`src/rtl/sine_seq_pkg.sv`:
```
package sine_seq_pkg;
    localparam int CODE_W  = 12;
    localparam int PHASE_W = 4;
    localparam logic [1:0] TRIG_GATE = 2'b10;

    typedef logic [CODE_W-1:0]  code_t;
    typedef logic [PHASE_W-1:0] phase_t;

    localparam code_t CODE_MID = code_t'(12'h800);

    typedef enum logic [1:0] {
        ST_IDLE,
        ST_RUN,
        ST_PARK,
        ST_HOLD
    } seq_state_t;
endpackage

```
`src/rtl/sine_cfg_check.sv`:
```
module sine_cfg_check #(
    parameter int SETTLE_W = 8
) (
    input  logic                sine_en,
    input  logic                diff_mode,
    input  logic                continuous_mode,
    input  logic [SETTLE_W-1:0] settle0,
    input  logic [SETTLE_W-1:0] settle1,
    input  logic [1:0]          trig0,
    input  logic [1:0]          trig1,
    output logic                cfg_bad
);
    import sine_seq_pkg::*;

    logic ch0_wrong;
    logic ch1_wrong;

    always_comb begin
        ch0_wrong = (settle0 != '0) || (trig0 != TRIG_GATE);
        ch1_wrong = diff_mode && ((settle1 != '0) || (trig1 != TRIG_GATE));
        cfg_bad   = sine_en && (!continuous_mode || ch0_wrong || ch1_wrong);
    end

    always_comb begin
        a_r8_disabled_clean: assert (sine_en || !cfg_bad)
            else $error("R8: cfg_bad set while sine generation is off");
    end
endmodule

```
`src/rtl/sine_presc.sv`:
```
module sine_presc #(
    parameter int PRESC_W = 7
) (
    input  logic               clk,
    input  logic               rst_n,
    input  logic               clear,
    input  logic               step,
    input  logic [PRESC_W-1:0] presc,
    output logic               tick
);
    localparam int CNT_W = PRESC_W + 1;

    logic [CNT_W-1:0] cnt;
    logic [CNT_W-1:0] term;
    logic             at_term;

    always_comb begin
        term    = {presc, 1'b1};
        at_term = (cnt >= term);
        tick    = step && at_term;
    end

    always_ff @(posedge clk or negedge rst_n) begin
        if (!rst_n) begin
            cnt <= '0;
        end else if (clear) begin
            cnt <= '0;
        end else if (step) begin
            if (at_term) begin
                cnt <= '0;
            end else begin
                cnt <= cnt + CNT_W'(1);
            end
        end
    end

    a_r3_wrap_after_tick: assert property (@(posedge clk) disable iff (!rst_n)
        tick |=> (cnt == '0))
        else $error("R3: count did not wrap after a tick");

    a_r5_count_kept: assert property (@(posedge clk) disable iff (!rst_n)
        (!step && !clear) |=> $stable(cnt))
        else $error("R5: count moved while not stepping");
endmodule

```
`src/rtl/sine_rom.sv`:
```
module sine_rom (
    input  sine_seq_pkg::phase_t idx,
    output sine_seq_pkg::code_t  code
);
    always_comb begin
        unique case (idx)
            4'd0:  code = 12'h800;
            4'd1:  code = 12'hB0F;
            4'd2:  code = 12'hDA7;
            4'd3:  code = 12'hF63;
            4'd4:  code = 12'hFFF;
            4'd5:  code = 12'hF63;
            4'd6:  code = 12'hDA7;
            4'd7:  code = 12'hB0F;
            4'd8:  code = 12'h800;
            4'd9:  code = 12'h4F1;
            4'd10: code = 12'h259;
            4'd11: code = 12'h09D;
            4'd12: code = 12'h001;
            4'd13: code = 12'h09D;
            4'd14: code = 12'h259;
            4'd15: code = 12'h4F1;
            default: code = 12'h800;
        endcase
    end
endmodule

```
`src/rtl/sine_fsm.sv`:
```
module sine_fsm (
    input  logic                            clk,
    input  logic                            rst_n,
    input  logic                            active,
    input  logic                            gate0,
    input  logic                            gate1,
    input  logic                            reset_on_gate,
    input  logic                            diff_mode,
    input  logic                            tick,
    output sine_seq_pkg::seq_state_t        state,
    output sine_seq_pkg::phase_t            phase,
    output logic                            clear,
    output logic                            step
);
    import sine_seq_pkg::*;

    seq_state_t nxt;
    logic       gate_ok;
    seq_state_t closed_tgt;

    always_comb begin
        if (reset_on_gate) begin
            gate_ok    = gate0 && (gate1 || !diff_mode);
            closed_tgt = ST_PARK;
        end else begin
            gate_ok    = gate0;
            closed_tgt = ST_HOLD;
        end
    end

    always_comb begin
        nxt = state;
        unique case (state)
            ST_IDLE: begin
                if (!active)      nxt = ST_IDLE;
                else if (gate_ok) nxt = ST_RUN;
                else              nxt = closed_tgt;
            end
            ST_RUN: begin
                if (!active)      nxt = ST_IDLE;
                else if (gate_ok) nxt = ST_RUN;
                else              nxt = closed_tgt;
            end
            ST_PARK: begin
                if (!active)      nxt = ST_IDLE;
                else if (gate_ok) nxt = ST_RUN;
                else              nxt = closed_tgt;
            end
            ST_HOLD: begin
                if (!active)      nxt = ST_IDLE;
                else if (gate_ok) nxt = ST_RUN;
                else              nxt = closed_tgt;
            end
            default: nxt = ST_IDLE;
        endcase
    end

    always_ff @(posedge clk or negedge rst_n) begin
        if (!rst_n) begin
            state <= ST_IDLE;
        end else begin
            state <= nxt;
        end
    end

    always_comb begin
        clear = (nxt == ST_IDLE) || (nxt == ST_PARK);
        step  = (state == ST_RUN) && (nxt == ST_RUN);
    end

    always_ff @(posedge clk or negedge rst_n) begin
        if (!rst_n) begin
            phase <= '0;
        end else if (clear) begin
            phase <= '0;
        end else if (tick) begin
            phase <= phase + PHASE_W'(1);
        end
    end

    a_r1_idle_zero_phase: assert property (@(posedge clk) disable iff (!rst_n)
        (state == ST_IDLE) |-> (phase == '0))
        else $error("R1: idle with nonzero phase");

    a_r4_park_on_low_gate: assert property (@(posedge clk) disable iff (!rst_n)
        (reset_on_gate && active && !gate0) |=> ((state == ST_PARK) && (phase == '0)))
        else $error("R4: low gate did not park at phase 0");

    a_r5_freeze_phase: assert property (@(posedge clk) disable iff (!rst_n)
        (!reset_on_gate && active && !gate0) |=> $stable(phase))
        else $error("R5: phase moved while frozen");

    a_r7_gate1_parks: assert property (@(posedge clk) disable iff (!rst_n)
        (reset_on_gate && diff_mode && active && !gate1) |=> (state == ST_PARK))
        else $error("R7: low gate1 did not park");

    a_r2_phase_single_step: assert property (@(posedge clk) disable iff (!rst_n)
        (state == ST_RUN) |=> ((phase == $past(phase)) ||
                               (phase == $past(phase) + PHASE_W'(1)) ||
                               (phase == '0)))
        else $error("R2: phase skipped an entry");
endmodule

```
`src/rtl/sine_out.sv`:
```
module sine_out (
    input  sine_seq_pkg::seq_state_t state,
    input  sine_seq_pkg::code_t      rom_code,
    input  logic                     diff_mode,
    output sine_seq_pkg::code_t      code0,
    output sine_seq_pkg::code_t      code1,
    output logic                     oe0,
    output logic                     oe1
);
    import sine_seq_pkg::*;

    always_comb begin
        unique case (state)
            ST_RUN, ST_HOLD: begin
                code0 = rom_code;
                oe0   = 1'b1;
            end
            ST_IDLE, ST_PARK: begin
                code0 = CODE_MID;
                oe0   = 1'b0;
            end
            default: begin
                code0 = CODE_MID;
                oe0   = 1'b0;
            end
        endcase
        if (diff_mode) begin
            code1 = ~code0;
            oe1   = oe0;
        end else begin
            code1 = CODE_MID;
            oe1   = 1'b0;
        end
    end

    always_comb begin
        a_r6_pair_sum: assert (!oe1 || (({1'b0, code0} + {1'b0, code1}) == 13'h0FFF))
            else $error("R6: channel 1 is not the complement");
        a_r1_off_is_mid: assert (oe0 || (code0 == CODE_MID))
            else $error("R1: disabled channel 0 not at midscale");
    end
endmodule

```
`src/rtl/sine_seq_top.sv`:
```
module sine_seq_top #(
    parameter int PRESC_W  = 7,
    parameter int SETTLE_W = 8
) (
    input  logic                clk,
    input  logic                rst_n,
    input  logic                sine_en,
    input  logic                ch0_en,
    input  logic                reset_on_gate,
    input  logic                diff_mode,
    input  logic                continuous_mode,
    input  logic [SETTLE_W-1:0] settle0,
    input  logic [SETTLE_W-1:0] settle1,
    input  logic [1:0]          trig0,
    input  logic [1:0]          trig1,
    input  logic [PRESC_W-1:0]  presc,
    input  logic                gate0,
    input  logic                gate1,
    output logic [11:0]         code0,
    output logic [11:0]         code1,
    output logic                oe0,
    output logic                oe1,
    output logic                cfg_bad
);
    import sine_seq_pkg::*;

    seq_state_t state;
    phase_t     phase;
    code_t      rom_code;
    logic       active;
    logic       clear;
    logic       step;
    logic       tick;

    assign active = sine_en && ch0_en && !cfg_bad;

    sine_cfg_check #(.SETTLE_W(SETTLE_W)) u_cfg (
        .sine_en         (sine_en),
        .diff_mode       (diff_mode),
        .continuous_mode (continuous_mode),
        .settle0         (settle0),
        .settle1         (settle1),
        .trig0           (trig0),
        .trig1           (trig1),
        .cfg_bad         (cfg_bad)
    );

    sine_fsm u_fsm (
        .clk           (clk),
        .rst_n         (rst_n),
        .active        (active),
        .gate0         (gate0),
        .gate1         (gate1),
        .reset_on_gate (reset_on_gate),
        .diff_mode     (diff_mode),
        .tick          (tick),
        .state         (state),
        .phase         (phase),
        .clear         (clear),
        .step          (step)
    );

    sine_presc #(.PRESC_W(PRESC_W)) u_presc (
        .clk   (clk),
        .rst_n (rst_n),
        .clear (clear),
        .step  (step),
        .presc (presc),
        .tick  (tick)
    );

    sine_rom u_rom (
        .idx  (phase),
        .code (rom_code)
    );

    sine_out u_out (
        .state     (state),
        .rom_code  (rom_code),
        .diff_mode (diff_mode),
        .code0     (code0),
        .code1     (code1),
        .oe0       (oe0),
        .oe1       (oe1)
    );

    a_r8_bad_goes_idle: assert property (@(posedge clk) disable iff (!rst_n)
        cfg_bad |=> !oe0)
        else $error("R8: output enabled after bad configuration");

    a_r1_disable_off: assert property (@(posedge clk) disable iff (!rst_n)
        (!sine_en || !ch0_en) |=> (!oe0 && !oe1))
        else $error("R1: outputs enabled while disabled");
endmodule

```
`config.mk`:
```
export PLATFORM = sky130hd
export DESIGN_NAME = sine_seq_top
export DESIGN_NICKNAME = d
export VERILOG_FILES = /design/src/rtl/sine_seq_pkg.sv /design/src/rtl/sine_cfg_check.sv /design/src/rtl/sine_presc.sv /design/src/rtl/sine_rom.sv /design/src/rtl/sine_fsm.sv /design/src/rtl/sine_out.sv /design/src/rtl/sine_seq_top.sv
export SDC_FILE = /design/constraint.sdc
export NUM_CORES = 1
export LEC_CHECK = 0
export ABC_AREA = 1
export BUFFER_PORTS_ARGS = -buffer_cell sky130_fd_sc_hd__buf_2
export CAP_MARGIN = 10
export CORE_MARGIN = 5
export CORE_UTILIZATION = 50
export CTS_BUF_LIST = sky130_fd_sc_hd__clkbuf_8
export DETAILED_ROUTE_END_ITERATION = 8
export PLACE_DENSITY = 0.88
export SYNTH_ARGS = -nofsm -noshare
export SYNTH_HDL_FRONTEND = slang
export SYNTH_SLANG_ARGS = --single-unit
```
`constraint.sdc`:
```
create_clock -name clk -period 3.8 [get_ports clk]
set_clock_uncertainty 0.05 [all_clocks]
set_input_delay 1.14 -clock clk [delete_from_list [all_inputs] [get_ports clk]]
set_output_delay 1.14 -clock clk [all_outputs]
set_load 0.1 [all_outputs]
```
==> metrics.cfg <==
[synthesis]
synth.distinct_cells = 29
syn_avg_cell_area_um2 = 6.42
syn_area_mm2 = 0.00141
synthesis.nets = 269
async_flop_share_pct = 100
yosys_most_used_dff = sky130_fd_sc_hd__dfrtp_1
yosysWarningCount = 0
synth_cells = 219
synth.yosys.seq_area_share_pct = 24.9
yosys_register_bits = 14
synth-edff-count = 0

[clock_network]
number_of_buffers_created_by_cts = 3
cts_tree = built
cts_buffer_depth = 2
clkTransAtPathRegs_ps = 50
numClockSinks = 14
post-cts-setup-buffers = 0
h-tree-depth = 1
cts_resized = 0
cts_root_buffer = sky130_fd_sc_hd__clkbuf_8
clock_insertion_delay_worst_skew_ps = 240
number_of_hold_buffers_added_after_cts = 0

[critical_path]
crit_path_cell_trace = inv_1, ha_1, nor2_1, inv_1, a21oi_1, nor3_4, or2_1, inv_1, buf_2
cp-start-kind = flip-flop
critPathCaptureType = primary output
path_depth = 9
worst_path_dominant_cell_family = buffers and inverters
critical_path.slowest_cell = sky130_fd_sc_hd__dfrtp_1
r2r-end = u_fsm.phase[3]$_DFFE_PN0P_
number_of_cells_on_the_worst_reg_to_reg_path = 10
worst-path-max-fanout = 7
path_common_cell = sky130_fd_sc_hd__inv_1
criticalPathCategory = flip-flop to primary output
timing.critical_path.required_ps = 2610
timing.rr.start = u_presc.cnt[2]$_DFFE_PN0P_
crit_path_max_incr_delay_ps = 430
timing.critical_path.buf_inv = 4
crit_arrival_ps = 2340
rrSetupSlack_ps = 2100

[floorplanning]
io_pins = 63
dieWidth_um = 63.0
die_h_um = 63.0
floorplan_die_area_mm2 = 0.00397
placementRows = 19
placeableCoreArea_mm2 = 0.00273
initial_cell_density_of_the_core_pct = 51.4

[drt]
initialDrtViolationCount = 42
post_drt_via_cell_ratio = 4.91
drt-pass1-iter-count = 4
detail-route-antenna-nets = 0
routed_wirelength_mm = 3.24
drt_drc_violations_left = 0
num_vias = 1508
routedWlPerCell_um = 10.6

[timing]
setup-tns-final_ps = 0
final.hold.worst_slack_ps = 513
relSlewSlack_pct = 67.2
final_setup_fails = 0
worst_pin_slew_ps = 496
final_max_tran_viols = 0
grt_setup_unrepaired = no
finalCritPeriodShare_pct = 92.9
fin_crit_ps = 3530
hold_viol = 0
timing.fmax_ghz = 0.283

[global_route]
global_route.usage.total_pct = 15.5
globalRouteOverflowTotal = 0
largest_net_degree_at_the_start_of_global_routing = 15
vias_in_the_first_global_route = 1238
antenna_violations_before_repair = 0
grt_pass1_wl_mm = 5.33

[min_path]
hold_depth = 1
worstHoldEndpoint = u_fsm.phase[0]$_DFFE_PN0P_
timing.hold.worst.start = u_fsm.phase[0]$_DFFE_PN0P_
worst_hold_path_type = flip-flop to flip-flop

[final_layout]
diodes = 0
post_layout_nonfiller_instances = 307
mostFrequentLayoutCells = sky130_fd_sc_hd__buf_2, sky130_fd_sc_hd__nand2_1, sky130_fd_sc_hd__inv_1, sky130_fd_sc_hd__nor2_1
area.growth.synth_to_final_pct = 30.2
layout_commonest_cell = sky130_fd_sc_hd__buf_2
drive_gt1_share_pct = 32.2
nNetsFinal = 328

[place]
numPlacedInstances = 304
numPortBuffers = 62
dp_hpwl_mm = 2.71
place.gp.congestion = 0.831

[power_and_ir_drop]
power-per-cell-area_mw_per_mm2 = 199
irDropWorstVdd_uv = 339
power.static_leakage_nw = 0.966
total_power_uw = 364

[run]
max_cap_viol_count = 0

[outcome]
status = completed

[metrics by stage]
step	area, um2	utilization (%)	setup WS (ps)
finish	1830	66.9	270
global route	1830	66.9	85.7
CTS	1830	66.9	252
detailed placement	1790	65.4	469
global placement	1790	65.4	480
floorplan	1490	-	-474
[kinds of logic (layout without fill, tap and decap cells)]
group,Yosys count,count (layout),share of synthesized area (%)
compound gates,37,37,15.6
xor+xnor,4,4,2.49
fa+ha+maj,14,14,12.5
buf+inv,48,105,14.1
flops,14,14,24.9
simple gates,102,102,30.5
[per-layer routing]
| metal | routed length, um | global-route usage (%) |
|---|---|---|
| met1 | 1420 | 20.4 |
| met2 | 1480 | 25.0 |
| met3 | 328 | 5.76 |
| met4 | 21 | 1.59 |
| met5 | 0 | 0 |
[layout make-up]
type,instances,area (um2)
tap,31,38.8
timing repair buffer,62,310
multi-input combinational,157,938
inverter,40,150
clock buffer,3,41.3
sequential,14,350
fill,248,905
[cells in the mapped netlist (3+ instances only)]
cell type | instances | area share [%]
sky130_fd_sc_hd__nand2_2 | 3 | 1.3
sky130_fd_sc_hd__inv_2 | 5 | 1.3
sky130_fd_sc_hd__ha_1 | 14 | 12
sky130_fd_sc_hd__nor2_1 | 38 | 10
sky130_fd_sc_hd__o21ai_1 | 6 | 2.1
sky130_fd_sc_hd__o21ai_0 | 9 | 3.2
sky130_fd_sc_hd__dfrtp_1 | 14 | 25
sky130_fd_sc_hd__xnor2_1 | 3 | 1.9
sky130_fd_sc_hd__nor3_1 | 3 | 1.1
sky130_fd_sc_hd__inv_1 | 35 | 9.4
sky130_fd_sc_hd__nand3_1 | 12 | 4.3
sky130_fd_sc_hd__buf_4 | 4 | 2.1
sky130_fd_sc_hd__nand2_1 | 40 | 11
sky130_fd_sc_hd__a21oi_1 | 14 | 5.0
[worst max path at each step]
stage | start | to | slack [ps]
CTS | u_fsm.phase[0]$_DFFE_PN0P_ | code1[3] | 250
global placement | diff_mode | cfg_bad | 480
floorplan | u_fsm.phase[0]$_DFFE_PN0P_ | code1[4] | -470
global route | u_fsm.phase[0]$_DFFE_PN0P_ | code1[3] | 90
finish | u_fsm.phase[0]$_DFFE_PN0P_ | code1[3] | 270
detailed placement | settle1[5] | cfg_bad | 470
[flip-flops by register name (all words and copies together) (netlist names)]
| register | count |
|---|---|
| u_presc.cnt | 8 |
| u_fsm.state | 2 |
| u_fsm.phase | 4 |
[power by group]
part / internal (mW) / switching [mW] / leakage [nW] / total [mW]
clock: 0.0696 / 0.0434 / 0.0216 / 0.113
sequential: 0.149 / 0.00000166 / 0.196 / 0.149
combinational: 0.0247 / 0.0769 / 0.749 / 0.102
No activity file was read; power rests on OpenSTA's default activity.
